<file path="src/rtl/irq_agg_pkg.sv">
package irq_agg_pkg;
  localparam int REG_W      = 16;
  localparam int PREG_W     = 8;
  localparam int EVT_W      = 6;
  localparam int ADDR_CTRL  = 0;
  localparam int ADDR_HSTAT = 1;
  localparam int ADDR_HMASK = 2;
  localparam int ADDR_PBASE = 4;
  localparam int CTL_OFF    = 8;
  localparam int CTL_PWRDN  = 12;
  localparam int CTL_SRST   = 13;
  localparam int HST_SOFT   = 14;
  localparam int HST_GLOB   = 15;
  localparam int PST_PEND   = 7;

  function automatic int port_stat_addr(input int p);
    return ADDR_PBASE + 2 * p;
  endfunction

  function automatic int port_mask_addr(input int p);
    return ADDR_PBASE + 2 * p + 1;
  endfunction
endpackage

</file>
<file path="src/rtl/irq_soft_reset.sv">
module irq_soft_reset #(
  parameter int RST_CYCLES = 3
) (
  input  logic clk,
  input  logic rst,
  input  logic start,
  output logic busy
);
  localparam int CNT_W = $clog2(RST_CYCLES + 1);

  logic [CNT_W-1:0] cnt_q;

  always_ff @(posedge clk) begin
    if (rst) begin
      cnt_q <= '0;
    end else if (start && cnt_q == '0) begin
      cnt_q <= CNT_W'(RST_CYCLES);
    end else if (cnt_q != '0) begin
      cnt_q <= cnt_q - 1'b1;
    end
  end

  assign busy = (cnt_q != '0);

  // run-length monitor for the self-clearing window
  logic [7:0] run_len;
  always_ff @(posedge clk) begin
    if (rst) run_len <= '0;
    else if (busy) run_len <= run_len + 8'd1;
    else run_len <= '0;
  end

  AST_SRST_LEN: assert property (@(posedge clk) disable iff (rst)
    $fell(busy) |-> (run_len == 8'(RST_CYCLES)));
endmodule

</file>
<file path="src/rtl/irq_port_regs.sv">
module irq_port_regs #(
  parameter int EVT_W = 6
) (
  input  logic             clk,
  input  logic             rst,
  input  logic             soft_clr,
  input  logic [EVT_W-1:0] evt,
  input  logic             stat_we,
  input  logic             mask_we,
  input  logic [EVT_W-1:0] wdata,
  output logic [EVT_W-1:0] stat_q,
  output logic [EVT_W-1:0] mask_q,
  output logic             pending
);
  logic [EVT_W-1:0] clr_bits;

  assign clr_bits = stat_we ? wdata : '0;

  always_ff @(posedge clk) begin
    if (rst || soft_clr) begin
      stat_q <= '0;
      mask_q <= '1;
    end else begin
      stat_q <= (stat_q & ~clr_bits) | evt;
      if (mask_we) mask_q <= wdata;
    end
  end

  assign pending = |(stat_q & ~mask_q);

  AST_EVT_LATCH: assert property (@(posedge clk) disable iff (rst)
    (!soft_clr && (|evt)) |=> ((stat_q & $past(evt)) == $past(evt)));
  AST_EVT_BEATS_CLR: assert property (@(posedge clk) disable iff (rst)
    (!soft_clr && stat_we && (|(evt & wdata))) |=>
      ((stat_q & $past(evt & wdata)) == $past(evt & wdata)));
  AST_NO_SPONT_CLR: assert property (@(posedge clk) disable iff (rst)
    (!soft_clr && !stat_we) |=> ((stat_q & $past(stat_q)) == $past(stat_q)));
  AST_SOFT_IDLE: assert property (@(posedge clk) disable iff (rst)
    soft_clr |=> (stat_q == '0 && mask_q == '1));
endmodule

</file>
<file path="src/rtl/irq_host_regs.sv">
module irq_host_regs
  import irq_agg_pkg::*;
#(
  parameter int NUM_PORTS = 2
) (
  input  logic                 clk,
  input  logic                 rst,
  input  logic                 soft_clr,
  input  logic [NUM_PORTS-1:0] port_pend,
  input  logic                 soft_evt,
  input  logic                 stat_we,
  input  logic                 mask_we,
  input  logic                 ctrl_we,
  input  logic [NUM_PORTS-1:0] wd_ports,
  input  logic                 wd_soft,
  input  logic                 wd_off,
  input  logic                 wd_pwrdn,
  output logic [REG_W-1:0]     host_stat,
  output logic [REG_W-1:0]     host_mask,
  output logic                 irq_off,
  output logic                 phy_pwrdn,
  output logic                 irq_out
);
  logic                 soft_q;
  logic [NUM_PORTS-1:0] pmask_q;
  logic                 smask_q;
  logic                 global_pend;

  always_ff @(posedge clk) begin
    if (rst || soft_clr) begin
      soft_q  <= 1'b0;
      pmask_q <= '1;
      smask_q <= 1'b1;
    end else begin
      soft_q <= (soft_q & ~(stat_we & wd_soft)) | soft_evt;
      if (mask_we) begin
        pmask_q <= wd_ports;
        smask_q <= wd_soft;
      end
    end
  end

  always_ff @(posedge clk) begin
    if (rst) begin
      irq_off   <= 1'b0;
      phy_pwrdn <= 1'b0;
    end else if (ctrl_we) begin
      irq_off   <= wd_off;
      phy_pwrdn <= wd_pwrdn;
    end
  end

  assign global_pend = (|(port_pend & ~pmask_q)) | (soft_q & ~smask_q);

  always_comb begin
    host_stat = '0;
    host_stat[NUM_PORTS-1:0] = port_pend;
    host_stat[HST_SOFT] = soft_q;
    host_stat[HST_GLOB] = global_pend;
    host_mask = '0;
    host_mask[NUM_PORTS-1:0] = pmask_q;
    host_mask[HST_SOFT] = smask_q;
  end

  always_ff @(posedge clk) begin
    if (rst) irq_out <= 1'b0;
    else irq_out <= global_pend & ~irq_off;
  end

  AST_IRQ_OFF: assert property (@(posedge clk) disable iff (rst)
    irq_off |=> !irq_out);
  AST_IRQ_HAS_SRC: assert property (@(posedge clk) disable iff (rst)
    irq_out |-> $past(host_stat[HST_GLOB]));
  AST_PWRDN_KEPT: assert property (@(posedge clk) disable iff (rst)
    (soft_clr && !ctrl_we) |=> $stable(phy_pwrdn));
  AST_SOFT_LATCH: assert property (@(posedge clk) disable iff (rst)
    (soft_evt && !soft_clr) |=> host_stat[HST_SOFT]);
endmodule

</file>
<file path="src/rtl/irq_aggregator.sv">
module irq_aggregator
  import irq_agg_pkg::*;
#(
  parameter int NUM_PORTS  = 2,
  parameter int ADDR_W     = 4,
  parameter int RST_CYCLES = 3
) (
  input  logic                       clk,
  input  logic                       rst,
  input  logic                       bus_wen,
  input  logic [ADDR_W-1:0]          bus_addr,
  input  logic [REG_W-1:0]           bus_wdata,
  output logic [REG_W-1:0]           bus_rdata,
  input  logic [NUM_PORTS*EVT_W-1:0] port_evt,
  input  logic                       soft_evt,
  output logic                       irq_out,
  output logic                       phy_pwrdn
);
  logic                 srst_busy;
  logic                 srst_start;
  logic [NUM_PORTS-1:0] port_pend;
  logic [EVT_W-1:0]     pstat [NUM_PORTS];
  logic [EVT_W-1:0]     pmask [NUM_PORTS];
  logic [REG_W-1:0]     host_stat;
  logic [REG_W-1:0]     host_mask;
  logic                 irq_off;
  logic                 unused_wdata;

  assign unused_wdata = ^{bus_wdata[15], bus_wdata[11:9], bus_wdata[7:6]};

  logic we_ctrl, we_hstat, we_hmask;
  assign we_ctrl  = bus_wen && (bus_addr == ADDR_W'(ADDR_CTRL));
  assign we_hstat = bus_wen && (bus_addr == ADDR_W'(ADDR_HSTAT));
  assign we_hmask = bus_wen && (bus_addr == ADDR_W'(ADDR_HMASK));

  assign srst_start = we_ctrl && bus_wdata[CTL_SRST];

  irq_soft_reset #(.RST_CYCLES(RST_CYCLES)) u_srst (
    .clk   (clk),
    .rst   (rst),
    .start (srst_start),
    .busy  (srst_busy)
  );

  for (genvar p = 0; p < NUM_PORTS; p++) begin : g_port
    logic st_we, mk_we;
    assign st_we = bus_wen && (bus_addr == ADDR_W'(port_stat_addr(p)));
    assign mk_we = bus_wen && (bus_addr == ADDR_W'(port_mask_addr(p)));

    irq_port_regs #(.EVT_W(EVT_W)) u_port (
      .clk      (clk),
      .rst      (rst),
      .soft_clr (srst_busy),
      .evt      (port_evt[p*EVT_W +: EVT_W]),
      .stat_we  (st_we),
      .mask_we  (mk_we),
      .wdata    (bus_wdata[EVT_W-1:0]),
      .stat_q   (pstat[p]),
      .mask_q   (pmask[p]),
      .pending  (port_pend[p])
    );
  end

  irq_host_regs #(.NUM_PORTS(NUM_PORTS)) u_host (
    .clk       (clk),
    .rst       (rst),
    .soft_clr  (srst_busy),
    .port_pend (port_pend),
    .soft_evt  (soft_evt),
    .stat_we   (we_hstat),
    .mask_we   (we_hmask),
    .ctrl_we   (we_ctrl),
    .wd_ports  (bus_wdata[NUM_PORTS-1:0]),
    .wd_soft   (bus_wdata[HST_SOFT]),
    .wd_off    (bus_wdata[CTL_OFF]),
    .wd_pwrdn  (bus_wdata[CTL_PWRDN]),
    .host_stat (host_stat),
    .host_mask (host_mask),
    .irq_off   (irq_off),
    .phy_pwrdn (phy_pwrdn),
    .irq_out   (irq_out)
  );

  logic [REG_W-1:0] rd_next;

  always_comb begin
    rd_next = '0;
    if (bus_addr == ADDR_W'(ADDR_CTRL)) begin
      rd_next[CTL_OFF]   = irq_off;
      rd_next[CTL_PWRDN] = phy_pwrdn;
      rd_next[CTL_SRST]  = srst_busy;
    end else if (bus_addr == ADDR_W'(ADDR_HSTAT)) begin
      rd_next = host_stat;
    end else if (bus_addr == ADDR_W'(ADDR_HMASK)) begin
      rd_next = host_mask;
    end
    for (int p = 0; p < NUM_PORTS; p++) begin
      if (bus_addr == ADDR_W'(port_stat_addr(p))) begin
        rd_next = '0;
        rd_next[EVT_W-1:0] = pstat[p];
        rd_next[PST_PEND]  = port_pend[p];
      end else if (bus_addr == ADDR_W'(port_mask_addr(p))) begin
        rd_next = '0;
        rd_next[EVT_W-1:0] = pmask[p];
      end
    end
  end

  always_ff @(posedge clk) begin
    if (rst) bus_rdata <= '0;
    else bus_rdata <= rd_next;
  end

  AST_RD_UNMAPPED: assert property (@(posedge clk) disable iff (rst)
    (bus_addr == ADDR_W'(3)) |=> (bus_rdata == '0));
  AST_PEND_NEEDS_EVT: assert property (@(posedge clk) disable iff (rst)
    (!srst_busy && !(|port_evt) && !bus_wen) |=>
      ((port_pend & ~$past(port_pend)) == '0));
endmodule

</file>
<file path="config.mk">
export PLATFORM = sky130hd
export DESIGN_NAME = irq_aggregator
export DESIGN_NICKNAME = d
export VERILOG_FILES = /design/src/rtl/irq_agg_pkg.sv /design/src/rtl/irq_soft_reset.sv /design/src/rtl/irq_port_regs.sv /design/src/rtl/irq_host_regs.sv /design/src/rtl/irq_aggregator.sv
export SDC_FILE = /design/constraint.sdc
export NUM_CORES = 1
export LEC_CHECK = 0
export ABC_CLOCK_PERIOD_IN_PS = 3800
export BUFFER_PORTS_ARGS = -buffer_cell sky130_fd_sc_hd__buf_2
export CORE_UTILIZATION = 48
export DETAILED_ROUTE_END_ITERATION = 8
export GPL_TIMING_DRIVEN = 0
export PLACE_DENSITY = 0.74
export SETUP_SLACK_MARGIN = 0.1
export SYNTH_ARGS = -nofsm -noshare
export SYNTH_HDL_FRONTEND = slang
export SYNTH_SLANG_ARGS = --single-unit
</file>
<file path="constraint.sdc">
create_clock -name clk -period 3.8 [get_ports clk]
set_clock_uncertainty 0.1 [all_clocks]
set_input_delay 0.57 -clock clk [delete_from_list [all_inputs] [get_ports clk]]
set_output_delay 0.57 -clock clk [all_outputs]
set_load 0.02 [all_outputs]
</file>
==> results of run 1 <==
[stage by stage]
step | instances | power (mW) | util (%)
after global placement | 320 | 0.812 | 57.4
after detailed placement | 320 | 0.818 | 57.4
after CTS | 327 | 1.11 | 59.5
after global routing | 327 | 1.16 | 59.5
final | 327 | 1.10 | 59.5
after floorplan | 229 | 0.740 | -
[final cells by class]
cell class / count / area [µm²] / share of cell area [%]
Buffer: 16 / 114 / 4.71
Timing Repair Buffer: 41 / 205 / 8.49
Multi-Input combinational cell: 159 / 1010 / 41.9
Tap cell: 50 / 62.6 / 2.59
Sequential cell: 45 / 901 / 37.3
Inverter: 9 / 33.8 / 1.40
Clock buffer: 7 / 86.3 / 3.57
[power by group]
part	switching (mW)	leakage (nW)	internal [mW]	total [mW]
combinational	0.144	0.669	0.0982	0.242
clock	0.145	0.0443	0.144	0.289
sequential	0.0378	0.367	0.528	0.566
total	0.327	1.08	0.770	1.10
[metal layers]
| layer | up-vias | routed length [µm] | track usage (%) |
|---|---|---|---|
| li1 | 882 | - | - |
| met1 | 786 | 2030 | 30.1 |
| met2 | 58 | 1990 | 31.1 |
| met3 | 11 | 316 | 5.57 |
| met4 | 0 | 142 | 12.0 |
| met5 | - | 0 | 0 |
[synthesized netlist by cell type]
master,instances,area (µm²)
sky130_fd_sc_hd__mux4_1,1,26.3
sky130_fd_sc_hd__a2111oi_0,1,8.76
sky130_fd_sc_hd__buf_4,5,37.5
sky130_fd_sc_hd__buf_2,4,20.0
sky130_fd_sc_hd__o22ai_1,2,12.5
sky130_fd_sc_hd__nor3_1,1,5.00
sky130_fd_sc_hd__nor2b_1,6,37.5
sky130_fd_sc_hd__o21bai_1,4,30.0
sky130_fd_sc_hd__nor4_1,1,6.26
sky130_fd_sc_hd__buf_6,4,45.0
sky130_fd_sc_hd__clkbuf_1,3,11.3
sky130_fd_sc_hd__and3b_1,1,8.76
sky130_fd_sc_hd__a21oi_1,13,65.1
sky130_fd_sc_hd__o21ai_1,4,20.0
sky130_fd_sc_hd__conb_1,1,3.75
sky130_fd_sc_hd__mux4_2,3,67.6
sky130_fd_sc_hd__nor4b_2,1,15.0
sky130_fd_sc_hd__nor2_2,1,6.26
sky130_fd_sc_hd__inv_1,9,33.8
sky130_fd_sc_hd__and3_1,1,6.26
sky130_fd_sc_hd__o2111ai_1,2,17.5
sky130_fd_sc_hd__a21boi_0,4,30.0
sky130_fd_sc_hd__and2_1,3,18.8
sky130_fd_sc_hd__nand3_1,27,135
sky130_fd_sc_hd__o211ai_1,1,7.51
sky130_fd_sc_hd__and2b_1,1,7.51
sky130_fd_sc_hd__ha_1,1,12.5
sky130_fd_sc_hd__nor2_1,20,75.1
sky130_fd_sc_hd__a22oi_1,1,7.51
sky130_fd_sc_hd__nand2_1,21,78.8
sky130_fd_sc_hd__a41o_1,1,10.0
sky130_fd_sc_hd__dfxtp_1,45,901
sky130_fd_sc_hd__mux2i_1,12,120
sky130_fd_sc_hd__a311oi_1,2,17.5
sky130_fd_sc_hd__nor4_2,1,12.5
sky130_fd_sc_hd__a211oi_1,2,15.0
sky130_fd_sc_hd__nand2b_1,13,81.3
sky130_fd_sc_hd__a221oi_2,2,30.0
sky130_fd_sc_hd__or2_1,1,6.26
[worst paths after layout]
check | start | slack, ns | cells after the start | endpoint
setup reg to reg | u_srst.cnt_q[0] | 2.00 | 6 | g_port[0].u_port.mask_q[4]
hold reg to reg | u_host.irq_off | 0.34 | 1 | u_host.irq_out
hold / removal | u_host.irq_off | 0.34 | 1 | u_host.irq_out
setup / recovery | u_srst.cnt_q[0] | 2.00 | 6 | g_port[0].u_port.mask_q[4]
[registers in the layout, indices dropped and copies added, names as in the netlist]
| signal | flops |
|---|---|
| bus_rdata | 12 |
| g_port.u_port.mask_q | 12 |
| g_port.u_port.stat_q | 12 |
| u_host.irq_off | 1 |
| u_host.irq_out | 1 |
| u_host.phy_pwrdn | 1 |
| u_host.pmask_q | 2 |
| u_host.smask_q | 1 |
| u_host.soft_q | 1 |
| u_srst.cnt_q | 2 |
[cells by family after synthesis]
kind of cell             Yosys count  share of synthesized area, %
AO/OA/AOI/OAI                     39                          13.2
adder cells (fa/ha/maj)            1                         0.610
buffers and inverters             25                          7.20
flip-flops                        45                          43.9
multiplexers                      16                          10.4
other                              1                         0.183
AND/OR/NAND/NOR                   99                          24.4
==> summary.md, run 1 <==
| Metric | Value |
|---|---|
| Maximum buffer depth of the clock tree | 2 |
| Die Span Y | 67.4 µm |
| First drt pass iteration count | 4 |
| Worst Path Max Fanout | 10 |
| Via count of the first global-routing pass | 1525 |
| RSZ-0062 raised after global routing | false |
| Power per Cell Area | 454 nW/µm² |
| Wire length per cell | 13.7 µm |
| Clock tree from TritonCTS | done |
| Hold Fails Final Rpt | 0 |
| Largest stage delay on the critical path | 0.45 ns |
| Clk_lat worst skew | 0.29 ns |
| Area Overhead vs Synth | 17.8% |
| Max stage delay cell, worst path | sky130_fd_sc_hd__clkbuf_1 |
| Placer's final routability congestion estimate | 0.926 |
| Synth Warn # | 0 |
| Maximum number of pins on one net before global-route repair | 13 |
| Final period util | 47.4% |
| Worst slack on hold paths | 0.343 ns |
| Estimated wirelength of the detail-placed design | 3350 µm |
| Wire length after detailed routing | 4480 µm |
| Type of destination of the critical path | flip-flop |
| Fraction of final layout cells sized beyond drive strength 1 | 24.5% |
| Kind of cell adding the most delay to the critical path | buffers and inverters |
| Count of inserted antenna diode cells | 0 |
| IO Port Bufs | 41 |
| CTS H-tree depth | 2 |
| TritonCTS Buffers | 5 |
| Minimum period implied by the final worst setup slack | 1.80 ns |
| Initial antenna violation count | 0 |
| Syn Std Cell Area | 2050 µm² |
| Total setup buffers inserted after CTS | 0 |
| Number of distinct library cells after synthesis | 39 |
| Overall via count from detail_route | 1737 |
| Classification of the worst setup path | flip-flop to flip-flop |
| Drt drc | 0 |
| Area of the die | 4540 µm² |
| Cell type with the highest occurrence count on the critical path | sky130_fd_sc_hd__inv_1 |
| Setup crit start kind | flip-flop |
| GR Overflow Total | 0 |
| Layout net count | 314 |
| Setup violations, final | 0 |
| Synthesized area per cell | 9.07 µm² |
| Total clock sinks | 45 |
| Number of primary I/O pins | 54 |
| HP Class | flip-flop to flip-flop |
| Result of the run | finished, final reports clean |
| Cell area after layout | 2420 µm² |
| Post-synthesis register bit count | 45 |
| Final setup TNS | 0 ns |
| Gates resized, CTS repair | 0 |
| Total core area | 4060 µm² |
| CTS Hold Buffers Added | 0 |
| Most frequent cells in the layout | sky130_fd_sc_hd__buf_2 (45), sky130_fd_sc_hd__dfxtp_1 (45), sky130_fd_sc_hd__nand3_1 (27), sky130_fd_sc_hd__nand2_1 (21), sky130_fd_sc_hd__nor2_1 (20) |
| Worst slew pin tran | 0.521 ns |
| Top achievable clock speed | 555 MHz |
| Filler cell count | 367 |
| Data arrival time at the worst-slack endpoint | 1.85 ns |
| Required time at the worst-slack endpoint | 3.85 ns |
| Final Worst Setup Slack | 2.00 ns |
| Post-DR vias/cell | 5.31 |
| Pre-CTS setup slack | 1.94 ns |
| Reported leakage power | 1.08 nW |
| Total buffers and inverters traversed by the critical path | 3 |
| Placed inst area | 2330 µm² |
| Synthesized netlist cell count | 226 |
| Total routing resource utilization after global routing | 21.9% |
| Starting DRT DRC Count | 140 |
| Global-route wire length before repair | 7200 µm |
| Cell chain of the critical path | inv_1 -> ha_1 -> inv_1 -> nor2_1 -> clkbuf_1 -> nand3_1 |
| Count of antenna-violating nets left after detailed routing | 0 |
| CTS Root Cell | sky130_fd_sc_hd__clkbuf_8 |
| Worst-case headroom to the max-slew limit | 65.3% |
| Clk slew on worst S/H paths | 0.08 ns |
| Number of max-cap violations | 0 |
| Die extent in x | 67.4 µm |
| Fraction of the yosys area taken by sequential cells | 43.9% |
| Standard-cell row count | 23 |
| VDD IR-drop max | 0.213 mV |
| Max Slew Vio Count | 0 |
| Initial standard-cell utilization of the core | 50.5% |
(Power assumes the default switching activity.)
==> run 2: changes to the inputs <==
Settings changed: ABC_AREA from default to 1, ABC_CLOCK_PERIOD_IN_PS 3800 to 1700.
Clock period 3.8 ns to 1.7 ns, I/O delays scaled along.
==> summary.md, run 2 <==
| Metric | Value |
|---|---|
| Standard-cell row count | 23 |
| Classification of the worst setup path | flip-flop to flip-flop |
| Number of flops mapped to enable cells by yosys | 0 |
| Fraction of final layout cells sized beyond drive strength 1 | 21.6% |
| TritonCTS Buffers | 5 |
| Die extent in x | 66.8 µm |
| Post-DR vias/cell | 4.94 |
| Number of distinct library cells after synthesis | 21 |
| Largest stage delay on the critical path | 0.37 ns |
| Worst reg2reg path startpoint | u_srst.cnt_q[0] |
| Estimated wirelength of the detail-placed design | 3440 µm |
| Wire length per cell | 12.3 µm |
| Data arrival time at the worst-slack endpoint | 1.59 ns |
| Cell chain of the critical path | inv_1 -> ha_1 -> inv_1 -> nor2_2 -> bufinv_8 -> clkbuf_4 -> a21oi_1 |
| Cell type with the highest aggregate area in the netlist | sky130_fd_sc_hd__dfxtp_1 |
| Result of the run | finished, final reports clean |
| Number of primary I/O pins | 54 |
| Global-route wire length before repair | 7650 µm |
| Synthesized netlist cell count | 280 |
| Die Span Y | 66.8 µm |
| Count of antenna-violating nets left after detailed routing | 0 |
| Required time at the worst-slack endpoint | 1.78 ns |
| Filler cell count | 395 |
| Clock tree from TritonCTS | done |
| CTS H-tree depth | 2 |
| Most frequent standard cell in the layout excluding fill and tap cells | sky130_fd_sc_hd__nand2_1 |
| Count of inserted antenna diode cells | 0 |
| Sequential cell area in the final layout | 901 µm² |
| Post-synthesis register bit count | 45 |
| Hold Fails Final Rpt | 0 |
| Total buffers and inverters traversed by the critical path | 4 |
| Setup crit start kind | flip-flop |
| WHS Endpoint | g_port[1].u_port.stat_q[4] |
| Syn Std Cell Area | 2020 µm² |
| Number of cell instances on the worst register-to-register path | 7 |
| Kind of cell adding the most delay to the critical path | buffers and inverters |
| Most frequent cell after synthesis | sky130_fd_sc_hd__nand2_1 |
| Top achievable clock speed | 665 MHz |
| HP Class | primary input to flip-flop |
| Endpoint of the worst register-to-register path | g_port[1].u_port.stat_q[1] |
| Max stage delay cell, worst path | sky130_fd_sc_hd__dfxtp_1 |
| Maximum buffer depth of the clock tree | 2 |
| Area taken by multi-input logic gates | 837 µm² |
| Overall via count from detail_route | 1892 |
| Type of destination of the critical path | flip-flop |
| Clk_lat worst skew | 0.30 ns |
| First drt pass iteration count | 4 |
| Biggest regs | bus_rdata: 12 flops, g_port.u_port.mask_q: 12 flops, g_port.u_port.stat_q: 12 flops |
| VDD IR-drop max | 0.531 mV |
| GR Overflow Total | 0 |
| Hold path startpoint | port_evt[10] |
| RSZ-0062 raised after global routing | false |
| Power consumption | 2.65 mW |
| Minimum period implied by the final worst setup slack | 1.50 ns |
| Via count of the first global-routing pass | 1700 |
| Initial antenna violation count | 0 |
| CTS Root Cell | sky130_fd_sc_hd__clkbuf_8 |
| Total core area | 4030 µm² |
| Cell types occupying the most area after synthesis | sky130_fd_sc_hd__dfxtp_1 (45%), sky130_fd_sc_hd__nand2_1 (12%), sky130_fd_sc_hd__inv_1 (11%) |
| Clk slew on worst S/H paths | 0.09 ns |
| Most frequent cells in the layout | sky130_fd_sc_hd__nand2_1 (62), sky130_fd_sc_hd__inv_1 (57), sky130_fd_sc_hd__dfxtp_1 (45), sky130_fd_sc_hd__buf_2 (43), sky130_fd_sc_hd__o21ai_0 (31) |
| Area Overhead vs Synth | 20.9% |
| Final period util | 88.5% |
| Cell type with the highest occurrence count on the critical path | sky130_fd_sc_hd__inv_1 |
| Final setup TNS | 0 ns |
| Max Slew Vio Count | 0 |
| Hold Crit Depth | 3 |
| Most frequently used flop master after synthesis | sky130_fd_sc_hd__dfxtp_1 |
| IO Port Bufs | 42 |
| Total routing resource utilization after global routing | 23.4% |
| Proportion of netlist area held by the largest area contributor | 44.7% |
| FF-to-FF setup slack | 0.20 ns |
| Initial standard-cell utilization of the core | 50.0% |
| Maximum number of pins on one net before global-route repair | 14 |
| Power per Cell Area | 1090 nW/µm² |
| Total setup buffers inserted after CTS | 0 |
| Total clock sinks | 45 |
| Synth Warn # | 0 |
| Starting DRT DRC Count | 161 |
| Synthesized area per cell | 7.20 µm² |
| Number of max-cap violations | 0 |
| Wire length after detailed routing | 4720 µm |
| Drt drc | 0 |
| Fraction of the yosys area taken by sequential cells | 44.7% |
| Synth top cells by count | sky130_fd_sc_hd__nand2_1 (62), sky130_fd_sc_hd__inv_1 (57), sky130_fd_sc_hd__dfxtp_1 (45) |
| Placer's final routability congestion estimate | 0.920 |
| Reported leakage power | 1.31 nW |
| Area of the die | 4460 µm² |
| Layout net count | 369 |
| Share of flip-flops with an asynchronous set or reset after synthesis | 0% |
| Worst Path Max Fanout | 10 |
| Setup violations, final | 0 |
==> run 2: cell types whose count changed in the layout (fill, tap and decap cells not counted), moves of 5 or more <==
cell,change
sky130_fd_sc_hd__a21oi_1,+11
sky130_fd_sc_hd__inv_1,+48
sky130_fd_sc_hd__mux2i_1,-12
sky130_fd_sc_hd__nand2_1,+41
sky130_fd_sc_hd__nand2_2,+5
sky130_fd_sc_hd__nand2b_1,-13
sky130_fd_sc_hd__nand3_1,-17
sky130_fd_sc_hd__nor2_1,-9
sky130_fd_sc_hd__nor2_4,+5
sky130_fd_sc_hd__nor2b_1,-6
sky130_fd_sc_hd__o211ai_1,+7
sky130_fd_sc_hd__o21ai_0,+31
==> run 2: cell families (layout without fill, tap and decap cells) <==
logic type | after synthesis | after routing | share of synthesized area [%]
adder cells (fa/ha/maj) | 1 | 1 | 0.621
AO/OA/AOI/OAI | 68 | 68 | 18.8
AND/OR/NAND/NOR | 96 | 96 | 21.2
flip-flops | 45 | 45 | 44.7
buffers and inverters | 69 | 119 | 14.5
other | 1 | 4 | 0.186
==> run 2: area by class of cell <==
class,count,area share (%)
tap,50,2.57
sequential,45,37.0
inverter,60,9.81
clock buffer,7,3.54
clock inverter,1,1.23
buffer,9,2.88
multi-input combinational,169,34.4
timing repair buffer,42,8.63
==> run 2: layer usage <==
layer  vias to the layer above  routed length [µm]  track usage (%)
met5                         -                   0                0
met4                         0                  28             6.38
met3                         2                 236             5.14
li1                        973                   -                -
met1                       861                2170             30.5
met2                        56                2280             38.5
==> run 2: tightest hold or removal path: cells and delay by family <==
| family | cells | cell delay, ns |
|---|---|---|
| buffers and inverters | 2 | 0.14 |
| AOI/OAI and AO/OA | 1 | 0.05 |
==> run 2: power breakdown <==
group	internal [mW]	leakage, nW	switching, mW	total, mW
sequential	1.18	0.367	0.0858	1.27
clock	0.480	0.0585	0.365	0.845
combinational	0.208	0.882	0.330	0.538
==> run 2: how the worst max path moves through the flow <==
stage / cells past startpoint / slack [ns] / to / startpoint
finish: 7 / 0.20 / g_port[1].u_port.stat_q[1] / u_srst.cnt_q[0]
global placement: 7 / 0.06 / g_port[0].u_port.stat_q[2] / u_srst.cnt_q[0]
floorplan: 6 / 0.36 / u_host.smask_q / u_srst.cnt_q[0]
detailed placement: 7 / 0.02 / g_port[0].u_port.stat_q[0] / u_srst.cnt_q[0]
CTS: 7 / 0.14 / g_port[0].u_port.stat_q[0] / u_srst.cnt_q[0]
global route: 7 / 0.10 / g_port[0].u_port.stat_q[3] / u_srst.cnt_q[0]
==> run 2: stage by stage <==
step                      instances  util (%)  hold WS [ns]  cell area (µm²)  setup slack, ns
after floorplan                 283         -         0.281             2030            0.357
after global placement          375      57.1         0.341             2300           0.0603
after detailed placement        375      57.1         0.341             2300           0.0231
after CTS                       383      60.0        0.0815             2420            0.143
after global routing            383      60.5        0.0850             2440            0.100
final                           383      60.5        0.0798             2440            0.195
==> run 2: repair_timing <==
item / CTS / global route
gates resized for setup: 2 / 3
setup endpoints to repair: 12 / 12
hold buffers: 0 / 0
==> run 3: changes to the inputs <==
Settings changed: REMOVE_ABC_BUFFERS from default to 1.
==> summary.md, run 3 (same netlist as run 2, synthesis figures left out) <==
| Metric | Value |
|---|---|
| FF-to-FF setup slack | 0.24 ns |
| Total internal power | 1.94 mW |
| Cell area after layout | 2390 µm² |
| Overall via count from detail_route | 1800 |
| Most frequent standard cell in the layout excluding fill and tap cells | sky130_fd_sc_hd__nand2_1 |
| Placed cell count | 367 |
| Wire length per cell | 11.6 µm |
| Hold Fails Final Rpt | 0 |
| Area Overhead vs Synth | 18.7% |
| Number of max-cap violations | 0 |
| Clock tree from TritonCTS | done |
| Wire length after detailed routing | 4350 µm |
| Drt drc | 0 |
| Hold Crit Depth | 3 |
| Top achievable clock speed | 686 MHz |
| Layout net count | 362 |
| TritonCTS Buffers | 5 |
| Net switching power figure | 0.759 mW |
| Total routing resource utilization after global routing | 21.7% |
| Data arrival time at the worst-slack endpoint | 1.54 ns |
| Cell chain of the critical path | inv_1 -> ha_1 -> inv_1 -> nor2_4 -> clkinv_4 -> a21oi_1 -> o21ai_0 |
| Number of cell instances on the worst register-to-register path | 7 |
| Filler cell count | 401 |
| Setup crit start kind | flip-flop |
| Count of antenna-violating nets left after detailed routing | 0 |
| Clk slew on worst S/H paths | 0.08 ns |
| Setup violations, final | 0 |
| Type of destination of the critical path | flip-flop |
| Minimum period implied by the final worst setup slack | 1.46 ns |
| Result of the run | finished, final reports clean |
| Reported leakage power | 1.27 nW |
| Worst Path Max Fanout | 18 |
| GR Overflow Total | 0 |
| Die extent in x | 66.8 µm |
| CTS H-tree depth | 2 |
| Biggest regs | bus_rdata: 12 flops, g_port.u_port.mask_q: 12 flops, g_port.u_port.stat_q: 12 flops |
| VDD IR-drop max | 0.633 mV |
| Via count of the first global-routing pass | 1641 |
| Classification of the worst setup path | flip-flop to flip-flop |
| Register share of total power | 46.8% |
| Placed inst area | 2240 µm² |
| Initial antenna violation count | 0 |
| First drt pass iteration count | 4 |
| Initial standard-cell utilization of the core | 50.0% |
| Clock network fraction of total power | 34.7% |
| Required time at the worst-slack endpoint | 1.78 ns |
| WHS Endpoint | g_port[0].u_port.mask_q[3] |
| Comb pwr share | 18.5% |
| Clk_lat worst skew | 0.29 ns |
| Hold path startpoint | bus_wdata[3] |
| Number of primary I/O pins | 54 |
| Placer's final routability congestion estimate | 0.845 |
| CTS Root Cell | sky130_fd_sc_hd__clkbuf_8 |
| Post-DR vias/cell | 4.79 |
| Final instance count without filler cells | 376 |
| Area of the die | 4460 µm² |
| Power consumption | 2.70 mW |
| Cell type with the highest occurrence count on the critical path | sky130_fd_sc_hd__inv_1 |
| Worst slack on hold paths | 0.0850 ns |
| Power per Cell Area | 1130 nW/µm² |
| Estimated wirelength of the detail-placed design | 3160 µm |
| Max Slew Vio Count | 0 |
| Proportion of total power due to net switching | 28.1% |
| Final standard cell utilization of the core | 59.4% |
| Worst reg2reg path startpoint | u_srst.cnt_q[0] |
| Largest stage delay on the critical path | 0.32 ns |
| CTS Hold Buffers Added | 0 |
| Starting DRT DRC Count | 81 |
| Die Span Y | 66.8 µm |
| Global-route wire length before repair | 7220 µm |
| RSZ-0062 raised after global routing | false |
| Maximum buffer depth of the clock tree | 2 |
| Standard-cell row count | 23 |
| Endpoint of the worst register-to-register path | g_port[0].u_port.mask_q[1] |
| Most frequent cells in the layout | sky130_fd_sc_hd__nand2_1 (62), sky130_fd_sc_hd__inv_1 (57), sky130_fd_sc_hd__dfxtp_1 (45), sky130_fd_sc_hd__buf_2 (43), sky130_fd_sc_hd__o21ai_0 (31) |
| Total core area | 4030 µm² |
| HP Class | primary input to flip-flop |
| Fraction of final layout cells sized beyond drive strength 1 | 20.2% |
| Count of inserted antenna diode cells | 0 |
| Final period util | 85.7% |
| IO Port Bufs | 43 |
| Max stage delay cell, worst path | sky130_fd_sc_hd__dfxtp_1 |
| Maximum number of pins on one net before global-route repair | 19 |
| Total clock sinks | 45 |
==> run 3: worst max-delay path by stage <==
stage / from / cells after the start / to / slack, ns
2_1_floorplan: u_srst.cnt_q[0] / 7 / g_port[0].u_port.mask_q[0] / -0.18
3_3_place_gp: u_srst.cnt_q[0] / 7 / g_port[0].u_port.mask_q[2] / -0.85
3_5_place_dp: u_srst.cnt_q[0] / 7 / g_port[0].u_port.mask_q[1] / -0.88
4_1_cts: u_srst.cnt_q[0] / 7 / g_port[0].u_port.mask_q[4] / 0.25
5_1_grt: u_srst.cnt_q[0] / 7 / g_port[0].u_port.mask_q[0] / 0.13
6_report: u_srst.cnt_q[0] / 7 / g_port[0].u_port.mask_q[1] / 0.24
==> run 3: what timing repair did <==
action	CTS	global route
setup buffers	1	0
resized for setup	4	0
setup endpoints to repair	28	0
==> run 3: final cells by class <==
class / instances / area, µm² / area share, %
repair buffers: 44 / 223 / 9.31
inverters: 60 / 230 / 9.62
flip-flops and latches: 45 / 901 / 37.7
well taps: 50 / 62.6 / 2.62
clock inverters: 3 / 65.1 / 2.72
clock buffers: 5 / 68.8 / 2.88
multi-input cells: 169 / 842 / 35.2
==> run 3: metal layers <==
| layer | track usage [%] | vias up | wire length, µm |
|---|---|---|---|
| li1 | - | 961 | - |
| met1 | 28.0 | 792 | 2140 |
| met2 | 35.4 | 45 | 2000 |
| met3 | 4.62 | 2 | 177 |
| met4 | 7.71 | 0 | 27 |
| met5 | 0 | - | 0 |
==> run 3: worst max-delay path, delay by kind of cell (launching register included) <==
kind	cells	cell delay, ns
DFF	1	0.32
buffers and inverters	3	0.31
AOI/OAI and AO/OA	2	0.24
adders and majority gates	1	0.18
and+or+nand+nor	1	0.18
==> run 3: power by group through the flow <==
stage	Sequential [mW]	Clock [mW]	Combinational, mW
after floorplan	1.28	0	0.305
after CTS	1.26	0.955	0.503
after detailed placement	1.29	0	0.455
final	1.26	0.936	0.499
after global placement	1.29	0	0.445
after global routing	1.28	1.01	0.569
==> run 3: stage by stage <==
stage / setup WS, ns / setup TNS (ns)
after floorplan: -0.175 / -1.42
after global placement: -0.850 / -13.33
after detailed placement: -0.878 / -13.58
after CTS: 0.251 / 0
after global routing: 0.130 / 0
final: 0.243 / 0
